**src/rtl/rcfg_pkg.sv**
```systemverilog
package rcfg_pkg;
  localparam int MODE_W = 3;
  localparam int MISC_W = 5;

  localparam logic [MODE_W-1:0] MODE_SINGLE = 3'b000;

  // bus pin assignment per field; element 0 drives field bit 0
  localparam int MODE_PIN [MODE_W] = '{16, 17, 26};
  localparam int MISC_PIN [MISC_W] = '{18, 19, 20, 24, 25};
  localparam int PLL_SEL_PIN = 23;
  localparam int PLL_REF_PIN = 22;
  localparam int LOAD_PIN    = 21;

  typedef struct packed {
    logic [MODE_W-1:0] mode;
    logic              pll_sel;
    logic              pll_ref;
    logic              load;
    logic [MISC_W-1:0] misc;
  } rcfg_t;

  localparam rcfg_t DEFAULT_CFG = '{
    mode:    MODE_SINGLE,
    pll_sel: 1'b1,
    pll_ref: 1'b1,
    load:    1'b0,
    misc:    5'b10010
  };
endpackage

```
**src/rtl/rcfg_filter.sv**
```systemverilog
module rcfg_filter
  import rcfg_pkg::*;
#(
  parameter int    BUS_W   = 32,
  parameter rcfg_t DEF_CFG = DEFAULT_CFG
) (
  input  logic             secure_i,
  input  logic             strobe_i,
  input  logic [BUS_W-1:0] bus_i,
  output rcfg_t            cfg_o
);
  wire [MODE_W-1:0] mode_pins;
  wire [MISC_W-1:0] misc_pins;

  genvar g;
  generate
    for (g = 0; g < MODE_W; g++) begin : g_mode
      assign mode_pins[g] = bus_i[MODE_PIN[g]];
    end
    for (g = 0; g < MISC_W; g++) begin : g_misc
      assign misc_pins[g] = bus_i[MISC_PIN[g]];
    end
  endgenerate

  logic unused_bus;
  assign unused_bus = ^bus_i;

  always_comb begin
    cfg_o = DEF_CFG;
    if (strobe_i) begin
      // clock and load overrides are allowed in both security states
      cfg_o.pll_sel = bus_i[PLL_SEL_PIN];
      cfg_o.pll_ref = bus_i[PLL_REF_PIN];
      cfg_o.load    = bus_i[LOAD_PIN];
      if (!secure_i) begin
        cfg_o.mode = mode_pins;
        cfg_o.misc = misc_pins;
      end
    end
    // never expose the external bus while secure
    if (secure_i) cfg_o.mode = MODE_SINGLE;
  end
endmodule

```
**src/rtl/rcfg_capture.sv**
```systemverilog
module rcfg_capture
  import rcfg_pkg::*;
#(
  parameter rcfg_t DEF_CFG = DEFAULT_CFG
) (
  input  logic  clk_i,
  input  logic  rst_ni,
  input  rcfg_t cfg_d_i,
  output rcfg_t cfg_q_o,
  output logic  armed_o
);
  rcfg_t cfg_q;
  logic  armed_q;

  always_ff @(posedge clk_i or negedge rst_ni) begin
    if (!rst_ni) begin
      cfg_q   <= DEF_CFG;
      armed_q <= 1'b1;
    end else if (armed_q) begin
      cfg_q   <= cfg_d_i;
      armed_q <= 1'b0;
    end
  end

  assign cfg_q_o = cfg_q;
  assign armed_o = armed_q;
endmodule

```
**src/rtl/rcfg_vector.sv**
```systemverilog
module rcfg_vector
  import rcfg_pkg::*;
#(
  parameter int                 VEC_W   = 32,
  parameter logic [VEC_W-1:0] INT_VEC = '0,
  parameter logic [VEC_W-1:0] EXT_VEC = 32'h2000_0000
) (
  input  logic [MODE_W-1:0] mode_i,
  output logic [VEC_W-1:0]  vec_o
);
  assign vec_o = (mode_i == MODE_SINGLE) ? INT_VEC : EXT_VEC;
endmodule

```
**src/rtl/secure_rcfg_latch.sv**
```systemverilog
module secure_rcfg_latch
  import rcfg_pkg::*;
#(
  parameter int                 BUS_W   = 32,
  parameter int                 VEC_W   = 32,
  parameter logic [VEC_W-1:0] INT_VEC = '0,
  parameter logic [VEC_W-1:0] EXT_VEC = 32'h2000_0000,
  parameter rcfg_t              DEF_CFG = DEFAULT_CFG
) (
  input  logic              clk_i,
  input  logic              rst_ni,
  input  logic              secure_i,
  input  logic              cfg_strobe_i,
  input  logic [BUS_W-1:0]  bus_i,
  output logic [MODE_W-1:0] boot_mode_o,
  output logic [VEC_W-1:0]  boot_vec_o,
  output logic              pll_sel_o,
  output logic              pll_ref_o,
  output logic              load_o,
  output logic [MISC_W-1:0] cfg_misc_o
);
  rcfg_t cfg_d, cfg_q;
  logic  armed_w;

  rcfg_filter #(.BUS_W(BUS_W), .DEF_CFG(DEF_CFG)) u_filter (
    .secure_i (secure_i),
    .strobe_i (cfg_strobe_i),
    .bus_i    (bus_i),
    .cfg_o    (cfg_d)
  );

  rcfg_capture #(.DEF_CFG(DEF_CFG)) u_capture (
    .clk_i   (clk_i),
    .rst_ni  (rst_ni),
    .cfg_d_i (cfg_d),
    .cfg_q_o (cfg_q),
    .armed_o (armed_w)
  );

  rcfg_vector #(.VEC_W(VEC_W), .INT_VEC(INT_VEC), .EXT_VEC(EXT_VEC)) u_vector (
    .mode_i (cfg_q.mode),
    .vec_o  (boot_vec_o)
  );

  assign boot_mode_o = cfg_q.mode;
  assign pll_sel_o   = cfg_q.pll_sel;
  assign pll_ref_o   = cfg_q.pll_ref;
  assign load_o      = cfg_q.load;
  assign cfg_misc_o  = cfg_q.misc;
endmodule

```
**config.mk**
```make
export PLATFORM = sky130hd
export DESIGN_NAME = secure_rcfg_latch
export DESIGN_NICKNAME = d
export VERILOG_FILES = /design/src/rtl/rcfg_pkg.sv /design/src/rtl/rcfg_filter.sv /design/src/rtl/rcfg_capture.sv /design/src/rtl/rcfg_vector.sv /design/src/rtl/secure_rcfg_latch.sv
export SDC_FILE = /design/constraint.sdc
export NUM_CORES = 1
export LEC_CHECK = 0
export ABC_CLOCK_PERIOD_IN_PS = 1300
export BUFFER_PORTS_ARGS = -buffer_cell sky130_fd_sc_hd__buf_2
export CAP_MARGIN = 20
export CORE_MARGIN = 4
export CORE_UTILIZATION = 34
export DETAILED_ROUTE_END_ITERATION = 16
export PLACE_DENSITY = 0.78
export SYNTH_ARGS = -nofsm -noshare
export SYNTH_HDL_FRONTEND = slang
export SYNTH_SLANG_ARGS = --single-unit
export TNS_END_PERCENT = 1
```
**constraint.sdc**
```tcl
create_clock -name clk_i -period 1.3 [get_ports clk_i]
set_input_delay 0.195 -clock clk_i [delete_from_list [all_inputs] [get_ports clk_i]]
set_output_delay 0.195 -clock clk_i [all_outputs]
set_load 0.05 [all_outputs]
```
==> reports/summary.txt, run 1 <==
status - finished clean
die area - 0.00306 mm^2
width of the chip - 55.3 um
Mapped Area - 762 um^2
Hold WS - 0.152 ns
Commonest cells post-synth - 32 x buf_4, 7 x dfrtp_1, 7 x inv_1, 7 x nand2_1, 5 x dfstp_2
crit path time final - 1.26 ns
share of flip-flops with an asynchronous set or reset after synthesis - 100%
routed wirelength normalized by instance count - 9.69 um
CTS clk-pin slew, worst paths - 0.08 ns
global placer's final weighted congestion - 0.685
layout-stage area growth over the synthesis result - 8.54%
DP HPWL - 1100 um
FF+latch count, synth - 12
global-route met2 utilization - 15.5%
Post-Place Cell Area - 791 um^2
height of the chip - 55.3 um
Clock Path Buffers - 2
design area - 827 um^2
post-layout instance count excluding filler cells - 134
wire length of the first global-routing pass - 2180 um
static power due to leakage - 0.453 nW
final count of hold timing violations - 0
Max-cap violations - 0
htree depth - 1
cell type with the largest total area after synthesis - buf_4
I/O pin cnt - 79
Worst path top cell family by delay - flip-flops
cts bufs inserted - 3
final global-route overflow total - 0
met3 Use GR - 2.10%
count of instances resized after the clock tree is built - 0
dominant cells by area after synthesis - buf_4 32%, dfrtp_1 23%, dfstp_2 17%, o22ai_2 4.9%, o22a_1 4.6%
wire length after detailed routing - 1300 um
Detailed Routing Iterations Pass 1 - 4
max-slew violation count - 0
gr busiest metal - met2
type of the worst min-delay path - input port to flop
PwrDens - 1280 mW/mm^2
fraction of the cycle the final worst path needs - 96.7%
slowest cell delay on critical path - 0.54 ns
CTS tree - yes
number of port buffers - 26
Yosys Warn Count - 0
startpoint kind of the worst setup timing path - flop
proportion of synthesized chip area in sequential cells - 40.2%
Post-synth EDFFs - 0
via count of the first global-routing pass - 505
peak ir drop on the vdd network - 536 uV
largest net degree at the start of global routing - 13
average cell area after synthesis - 9.90 um^2
count of buffering cells on the critical path with inverters included - 1
Syn Inst Count - 77
number of antenna repair diodes - 0
effective utilization at floorplan - 37.3%
count of placed standard cells including taps - 129
total of fill cells in the finished design - 217
number of nets in the final layout - 144
worst clock skew - 0.00676 ns
Required @ worst endpoint - 1.11 ns
DRC errors left - 0
global router's overall resource usage - 8.64%
setup repair after global routing missed its margin - false
category of the worst setup path capture point - output pin
drt first-iter violations - 1
cell chain of the critical path - buf_2
GR Layer Usage met1 - 9.35%
cell at the slowest stage of the critical path - dfstp_2
CTS Root Cell - clkbuf_4
worst skew pair latency - 0.26 ns
count of vias placed by the detailed router - 524
layout cells sized above 1 - 37.4%
via/cell ratio - 3.91
final setup violation count - 0
number of sinks driven by the clock tree - 12
antenna violations before repair - 0
antenna violation net count after detailed routing - 0
share of Yosys cell area claimed by the top area cell type - 31.5%
arrival time at the worst endpoint - 1.06 ns
dominant synthesized flop cell - dfrtp_1
CP Class - flop to output pin
final total power - 1.06 mW
area of the core - 0.00204 mm^2
distinct cell type count after synthesis - 15
maximum clock rate - 796 MHz
most used standard cell by instance count after synthesis - buf_4
number of core rows - 16
summed negative setup slack over all endpoints - 0 ns
maximum net fanout on the critical path - 2
routing by layer:
| metal | up-vias | wire [um] | share of wire (%) |
|---|---|---|---|
| met5 | - | 0 | 0 |
| met4 | 0 | 0 | 0 |
| met3 | 0 | 182 | 14 |
| met2 | 41 | 662 | 51 |
| met1 | 242 | 452 | 35 |
| li1 | 241 | - | - |
final timing paths:
check                                startpoint              endpoint  slack, ns  cells after the start
max                        u_capture.cfg_q_o[6]             pll_ref_o       0.04                      1
min                                   bus_i[23]  u_capture.cfg_q_o[7]       0.15                      2
max reg2reg                   u_capture.armed_o  u_capture.cfg_q_o[1]       0.22                      2
min reg2reg                u_capture.cfg_q_o[5]  u_capture.cfg_q_o[5]       0.54                      2
max in group asynchronous                rst_ni  u_capture.cfg_q_o[1]       0.70                      2
min in group asynchronous                rst_ni  u_capture.cfg_q_o[5]       0.33                      2
cell families (layout without fill, tap and decap cells):
| family | after synthesis | in the layout | synth area share, % |
|---|---|---|---|
| AO/OA/AOI/OAI | 11 | 11 | 12.6 |
| other | 1 | 32 | 0.492 |
| AND/OR/NAND/NOR | 12 | 12 | 7.55 |
| buffers and inverters | 41 | 40 | 39.1 |
| flip-flops | 12 | 12 | 40.2 |
repair_timing:
item                                   4_1_cts  5_1_grt
endpoints found under the hold margin        7        0
setup endpoints to repair                    0        0
buffers inserted                             0        0
hold buffers                                 1        0
placed cells by master (no fill, tap or decap):
cell type      instances
clkbuf_4               3
buf_4                  2
inv_1                  7
dfstp_2                5
nand2b_1               1
nand3_1                1
o22ai_1                3
clkbuf_1               1
o22ai_2                3
buf_2                 26
conb_1                32
or2b_1                 2
nand3_2                1
dfrtp_1                7
o21ai_1                1
dlygate4sd3_1          1
nand2_1                7
o22a_1                 4
per-stage QoR:
step                utilization (%)  worst slack, ns
floorplan                         -            0.117
finish                         40.5           0.0431
detailed placement             38.7            0.221
global placement               38.7            0.234
CTS                            40.5           0.0300
global route                   40.5          0.00400
state kept, by name, indices dropped and copies added (netlist names):
register and count:
u_capture.armed_o 1, u_capture.cfg_q_o 11
report_power, final:
part	internal [mW]	switching, mW
Clock	0.118	0.117
Combinational	0.0624	0.342
Sequential	0.404	0.0146
Total	0.585	0.473
cell type report:
cell class	count	area, um^2	area share (%)
clock buffers	4	26.3	3.18
inverters	7	26.3	3.18
multi-input cells	55	279	33.7
flip-flops and latches	12	307	37.1
well taps	27	33.8	4.08
repair buffers	29	155	18.8
No activity file was read; power rests on OpenSTA's default activity.
==> run 2: changes to the inputs <==
==> constraint.sdc (replaced) <==
create_clock -name clk_i -period 1.3 [get_ports clk_i]
set_input_delay 0.39 -clock clk_i [delete_from_list [all_inputs] [get_ports clk_i]]
set_output_delay 0.39 -clock clk_i [all_outputs]
set_load 0.05 [all_outputs]
==> run 2 against run 1 <==
Effect of this change:
- the run now ends with negative setup slack left
- power grew 11%
- global-route usage barely moved
- worst hold slack gained 0.18 ns
- sequential share of layout area is 4.1 points lower
- final cell count rose by 3.0%
- routed wire length up 9.0%
- critical endpoint is now boot_vec_o[29]
==> reports/summary.txt, run 2 (same netlist as run 1, synthesis figures left out) <==
setup repair after global routing missed its margin - true
count of buffering cells on the critical path with inverters included - 2 (+1)
layout cells sized above 1 - 45.9% (+8.6 points)
maximum clock rate - 724 MHz (-9.0%)
I/O pin cnt - 79 (unchanged)
largest net degree at the start of global routing - 13 (unchanged)
antenna violation net count after detailed routing - 0 (unchanged)
number of stages on the worst hold path - 2 (unchanged)
max-slew violation count - 0 (unchanged)
hold wc startpoint - bus_i[23]
number of antenna repair diodes - 0 (unchanged)
final global-route overflow total - 0 (unchanged)
arrival time at the worst endpoint - 0.99 ns (-0.07 ns)
worst clock skew - 0.00622 ns (-0.000536 ns)
type of the worst min-delay path - input port to flop
final setup violation count - 5 (+5)
most frequent cells in the layout - 32 x conb_1, 16 x buf_2, 8 x buf_4
worst slack after detailed placement - 0.140 ns (-0.0808 ns)
drt first-iter violations - 4 (+3)
die area - 0.00306 mm^2 (unchanged)
most common library cell in the layout ignoring fill and taps - conb_1
peak ir drop on the vdd network - 851 uV (+59%)
capture endpoint of the worst hold path - u_capture.cfg_q_o[7]
via/cell ratio - 3.83 (-2.0%)
PwrDens - 1240 mW/mm^2 (-2.8%)
number of port buffers - 26 (unchanged)
width of the chip - 55.3 um (unchanged)
count of vias placed by the detailed router - 529 (+0.95%)
slowest cell delay on critical path - 0.41 ns (-0.13 ns)
DP HPWL - 1090 um (-0.81%)
number of core rows - 16 (unchanged)
Largest register FFs - 11 (unchanged)
cell at the slowest stage of the critical path - dfrtp_2
Crit Reg-Reg Startpoint - u_capture.armed_o
global placer's final weighted congestion - 0.656 (-4.3%)
Reg2Reg Capture Point - u_capture.cfg_q_o[6]
Required @ worst endpoint - 0.91 ns (-0.20 ns)
CTS Root Cell - clkbuf_4
static power due to leakage - 0.494 nW (+9.0%)
antenna violations before repair - 0 (unchanged)
startpoint kind of the worst setup timing path - flop
number of nets in the final layout - 148 (+2.8%)
via count of the first global-routing pass - 499 (-1.2%)
effective utilization at floorplan - 37.3% (unchanged)
end-of-flow core utilization - 46.1% (+5.6 points)
crit path time final - 1.38 ns (+0.124 ns)
routed wirelength normalized by instance count - 10.3 um (+5.9%)
global router's overall resource usage - 8.61% (-0.032 points)
layout-stage area growth over the synthesis result - 23.5%
r2r worst-path depth - 3 (+1)
maximum net fanout on the critical path - 2 (unchanged)
wire length after detailed routing - 1420 um (+9.0%)
status - complete, but fails checks
wire length of the first global-routing pass - 2110 um (-3.2%)
htree depth - 1 (unchanged)
cell chain of the critical path - inv_2 > nand3_4 > buf_8
DRC errors left - 0 (unchanged)
worst skew pair latency - 0.27 ns (about the same)
CTS clk-pin slew, worst paths - 0.08 ns (about the same)
CP Class - flop to output pin
fraction of the cycle the final worst path needs - 106% (+9.5 points)
height of the chip - 55.3 um (unchanged)
Detailed Routing Iterations Pass 1 - 4 (unchanged)
Worst R2R Setup Slack - 0.24 ns (+0.02 ns)
Worst path top cell family by delay - flip-flops
number of sinks driven by the clock tree - 12 (unchanged)
category of the worst setup path capture point - output pin
violated checks - negative setup slack
area of the core - 0.00204 mm^2 (unchanged)
final count of hold timing violations - 0 (unchanged)
CTS tree - yes
Max-cap violations - 0 (unchanged)
cts bufs inserted - 3 (unchanged)
fin worst setup slack - -0.0807 ns (-0.124 ns)
Clock Path Buffers - 2 (unchanged)
## run 2: cell types whose count changed in the layout (fill, tap and decap cells not counted), sizes merged
cell / change
clkbuf: +3
buf: +1
## run 2: how the worst max path moves through the flow
stage                           endpoint  depth (start not counted)                  start
after floorplan           boot_vec_o[29]                          2  u_capture.cfg_q_o[10]
after global placement     cfg_misc_o[4]                          1   u_capture.cfg_q_o[4]
after detailed placement  boot_vec_o[29]                          3  u_capture.cfg_q_o[10]
after CTS                 boot_vec_o[29]                          3   u_capture.cfg_q_o[8]
after global routing      boot_vec_o[29]                          3   u_capture.cfg_q_o[8]
final                     boot_vec_o[29]                          3   u_capture.cfg_q_o[9]
## run 2: cell type report
type                       count  area [um^2]
sequential                    12          310
multi-input combinational     55          287
tap                           27         33.8
timing repair buffer          33          248
clock buffer                   4         36.3
fill                         206         1100
inverter                       7         26.3
## run 2: timing repair
item | CTS | global route
pin swaps | 1 | 0
gates resized for setup | 19 | 6
hold endpoints to repair | 7 | 0
buffers inserted | 2 | 2
hold buffers | 1 | 0
setup endpoints to repair | 6 | 11
## run 2: metal layers
| metal | GRT usage (%) | vias to the layer above | share of wire (%) |
|---|---|---|---|
| met5 | 0 | - | 0 |
| met4 | 5.21 | 0 | 1.2 |
| met3 | 2.56 | 2 | 14 |
| met2 | 14.9 | 43 | 47 |
| met1 | 9.12 | 235 | 37 |
| li1 | - | 249 | - |
## run 2: per-stage QoR
step                      hold WS [ns]  instance area (um^2)  TNS, ns  cells  total power, mW
final                            0.332                   941   -0.348    138             1.17
after detailed placement         0.280                   795        0    129            0.828
after global routing             0.341                   941   -0.550    138             1.22
after global placement           0.273                   795        0    129            0.822
after CTS                        0.330                   908   -0.405    136             1.17
after floorplan                 0.0944                   887        0    108            0.846
## run 2: worst register-to-register path: stages, from the launching register on
cell     delay, ns
dfstp_2       0.56
buf_4         0.18
nand2_1       0.09
o22a_1        0.16
## run 2: where the power goes
part           total, mW  switching, mW  internal, mW
registers          0.423         0.0179         0.406
clock network      0.294          0.123         0.170
logic              0.454          0.350         0.104
total               1.17          0.492         0.679
==> run 3: changes to the inputs <==
--- a/config.mk
+++ b/config.mk
@@ -9,10 +9,12 @@
 export BUFFER_PORTS_ARGS = -buffer_cell sky130_fd_sc_hd__buf_2
 export CAP_MARGIN = 20
 export CORE_MARGIN = 4
-export CORE_UTILIZATION = 34
+export CORE_UTILIZATION = 36
+export CTS_BUF_LIST = sky130_fd_sc_hd__clkbuf_4 sky130_fd_sc_hd__clkbuf_8 sky130_fd_sc_hd__clkbuf_16
 export DETAILED_ROUTE_END_ITERATION = 16
-export PLACE_DENSITY = 0.78
+export PLACE_DENSITY = 0.8
 export SYNTH_ARGS = -nofsm -noshare
 export SYNTH_HDL_FRONTEND = slang
+export SYNTH_HIERARCHICAL = 1
 export SYNTH_SLANG_ARGS = --single-unit
 export TNS_END_PERCENT = 1
==> run 3 against run 2 <==
Effect of this change:
- the run still ends with negative setup slack left
- largest cell class is now multi-input combinational cells
- core utilization grew 0.18 points
- clock power rose by 2%
- routed wire length is 5.5% lower
- worst hold slack better by 0.097 ns
- critical endpoint unchanged
- maximum frequency decreased by 14%
- clock skew fell by 0.0016 ns
- die area increased by 1.6%
- sequential cell count did not move
- sequential power rose by 1%
- clock-buffer cell count did not move
- register-to-register slack got worse by 0.12 ns
==> reports/summary.txt, run 3 <==
setup repair after global routing missed its margin - true
share of Yosys cell area claimed by the top area cell type - 29.2% (-2.3 points)
final global-route overflow total - 0 (unchanged)
type of the worst min-delay path - input port to flop
worst skew pair latency - 0.27 ns (about the same)
effective utilization at floorplan - 37.5% (+0.21 points)
final setup violation count - 7 (+2)
Worst path top cell family by delay - flip-flops
end-of-flow core utilization - 46.3% (+0.18 points)
origin of the worst setup path - u_capture/cfg_q_o[10]
area of all sequential standard cells - 310 um^2 (unchanged)
count of buffering cells on the critical path with inverters included - 1 (-1)
via count of the first global-routing pass - 483 (-3.2%)
final count of hold timing violations - 0 (unchanged)
most frequent cells in the layout - 32 x conb_1, 15 x buf_2, 10 x mux2_4
Required @ worst endpoint - 0.91 ns (about the same)
width of the chip - 55.8 um (+0.80%)
most common library cell in the layout ignoring fill and taps - conb_1
Largest register FFs - 11 (unchanged)
worst slack after detailed placement - -0.0484 ns (-0.189 ns)
Max-cap violations - 0 (unchanged)
peak ir drop on the vdd network - 504 uV (-41%)
max-slew violation count - 0 (unchanged)
maximum net fanout on the critical path - 2 (unchanged)
category of the worst setup path capture point - output pin
Hold WS - 0.429 ns (+0.0966 ns)
cell at the slowest stage of the critical path - dfrtp_2
DRC errors left - 0 (unchanged)
count of vias placed by the detailed router - 492 (-7.0%)
fraction of the cycle the final worst path needs - 123% (+17 points)
global placer's final weighted congestion - 0.708 (+8.0%)
cell type with the largest total area after synthesis - buf_4
wire length after detailed routing - 1340 um (-5.5%)
routed wirelength normalized by instance count - 10.2 um (-0.46%)
htree depth - 1 (unchanged)
number of antenna repair diodes - 0 (unchanged)
status - complete, but fails checks
Worst R2R Setup Slack - 0.12 ns (-0.12 ns)
Crit Reg-Reg Startpoint - u_capture/armed_o
Syn Inst Count - 70 (-9.1%)
largest net degree at the start of global routing - 13 (unchanged)
depth of the critical timing path with buffers and inverters included - 2 (-1)
number of sinks driven by the clock tree - 12 (unchanged)
CTS tree - yes
I/O pin cnt - 79 (unchanged)
Commonest cells post-synth - 32 x buf_4, 10 x mux2_4, 7 x dfrtp_1
layout cells sized above 1 - 53.4% (+7.5 points)
height of the chip - 55.8 um (+0.80%)
antenna violation net count after detailed routing - 0 (unchanged)
crit path time final - 1.60 ns (+0.224 ns)
wire length of the first global-routing pass - 2040 um (-3.6%)
violated checks - negative setup slack
cell chain of the critical path - or3_4 > buf_8
startpoint kind of the worst setup timing path - flop
via/cell ratio - 3.76 (-2.0%)
layout-stage area growth over the synthesis result - 23.3%
global router's overall resource usage - 8.41% (-0.21 points)
total setup buffers inserted after CTS - 0 (-2)
slowest cell delay on critical path - 0.41 ns (about the same)
dominant cells by area after synthesis - buf_4 29%, dfrtp_1 21%, mux2_4 18%, dfstp_2 16%, and3b_1 6.4%
DP HPWL - 1160 um (+5.9%)
total area of multi-input combinational cells - 382 um^2 (+33%)
maximum clock rate - 623 MHz (-14%)
total of fill cells in the finished design - 213 (+3.4%)
CP Class - flop to output pin
capture point of the worst path - boot_vec_o[29]
Detailed Routing Iterations Pass 1 - 1 (-3)
area of the core - 0.00219 mm^2 (+7.3%)
cts bufs inserted - 3 (unchanged)
Post-synth EDFFs - 0 (unchanged)
worst clock skew - 0.00466 ns (-0.00156 ns)
PwrDens - 1190 mW/mm^2 (-4.5%)
distinct cell type count after synthesis - 12 (-3)
Mapped Area - 822 um^2 (+7.9%)
number of nets in the final layout - 140 (-5.4%)
r2r worst-path depth - 2 (-1)
Clock Path Buffers - 2 (unchanged)
FF+latch count, synth - 12 (unchanged)
die area - 0.00311 mm^2 (+1.6%)
arrival time at the worst endpoint - 1.21 ns (+0.22 ns)
static power due to leakage - 0.570 nW (+15%)
dominant synthesized flop cell - dfrtp_1
proportion of synthesized chip area in sequential cells - 37.3% (-2.9 points)
Yosys Warn Count - 6 (+6)
summed negative setup slack over all endpoints - -0.640 ns (-0.291 ns)
CTS clk-pin slew, worst paths - 0.08 ns (about the same)
Reg2Reg Capture Point - u_capture/cfg_q_o[5]
antenna violations before repair - 0 (unchanged)
final total power - 1.20 mW (+2.8%)
average cell area after synthesis - 11.7 um^2 (+19%)
CTS Root Cell - clkbuf_4
number of core rows - 17 (+1)
number of port buffers - 26 (unchanged)
most used standard cell by instance count after synthesis - buf_4
drt first-iter violations - 0 (-4)
fin worst setup slack - -0.305 ns (-0.224 ns)
share of flip-flops with an asynchronous set or reset after synthesis - 100% (unchanged)
run 3: cell types whose count changed after synthesis, sizes merged, moves of 2 or more:
cell,previous run,this run
or2b,2,0
o22ai,6,0
nand3,2,0
mux2,0,11
or3b,0,2
nand2,7,0
and3b,0,6
inv,7,0
o22a,4,0
run 3: what timing repair did:
action,4_1_cts,5_1_grt
hold buffers,1,0
resized for setup,20,3
cloned,0,0
pin swaps,0,1
endpoints found under the setup margin,9,9
hold endpoints to repair,7,0
run 3: worst min-delay path by stage:
stage | depth (start not counted) | startpoint | endpoint | slack (ns)
after global placement | 1 | rst_ni | u_capture/cfg_q_o[5] | 0.27
after global routing | 3 | bus_i[23] | u_capture/cfg_q_o[7] | 0.45
final | 3 | bus_i[22] | u_capture/cfg_q_o[6] | 0.43
after CTS | 3 | bus_i[22] | u_capture/cfg_q_o[6] | 0.43
after floorplan | 0 | rst_ni | u_capture/cfg_q_o[0] | 0.09
after detailed placement | 1 | rst_ni | u_capture/cfg_q_o[5] | 0.28
run 3: where the power goes:
part           switching, mW  total (mW)  internal (mW)  leakage [nW]
Sequential            0.0195       0.428          0.408         0.142
Combinational          0.346       0.477          0.132         0.407
Clock                  0.129       0.299          0.170        0.0210
run 3: through the flow:
| step | area (um^2) | cells |
|---|---|---|
| floorplan | 943 | 100 |
| global placement | 895 | 126 |
| detailed placement | 895 | 126 |
| CTS | 1000 | 131 |
| global route | 1010 | 131 |
| finish | 1010 | 131 |
run 3: cells by family (layout without fill, tap and decap cells):
kind of cell,after synthesis,after routing,synth area share (%)
buffers and inverters,33,36,30.6
flip-flops,12,12,37.3
multiplexers,11,11,19.6
other,2,32,0.914
AND/OR/NAND/NOR,12,12,11.6
run 3: layout make-up:
| class | instances | area share, % |
|---|---|---|
| flip-flops and latches | 12 | 30.6 |
| well taps | 28 | 3.46 |
| clock buffers | 4 | 3.58 |
| multi-input cells | 55 | 37.7 |
| repair buffers | 32 | 24.7 |
run 3: worst min-delay path, cell delays in order:
cell      delay, ns
buf_2          0.07
nand2b_1       0.08
mux2_4         0.13
run 3: metal layers:
metal	wire length (um)	global-route usage, %	up-vias
met3	190	3.02	0
met2	634	13.7	39
met1	512	9.67	222
met5	0	0	-
li1	-	-	231
met4	0	4.17	0
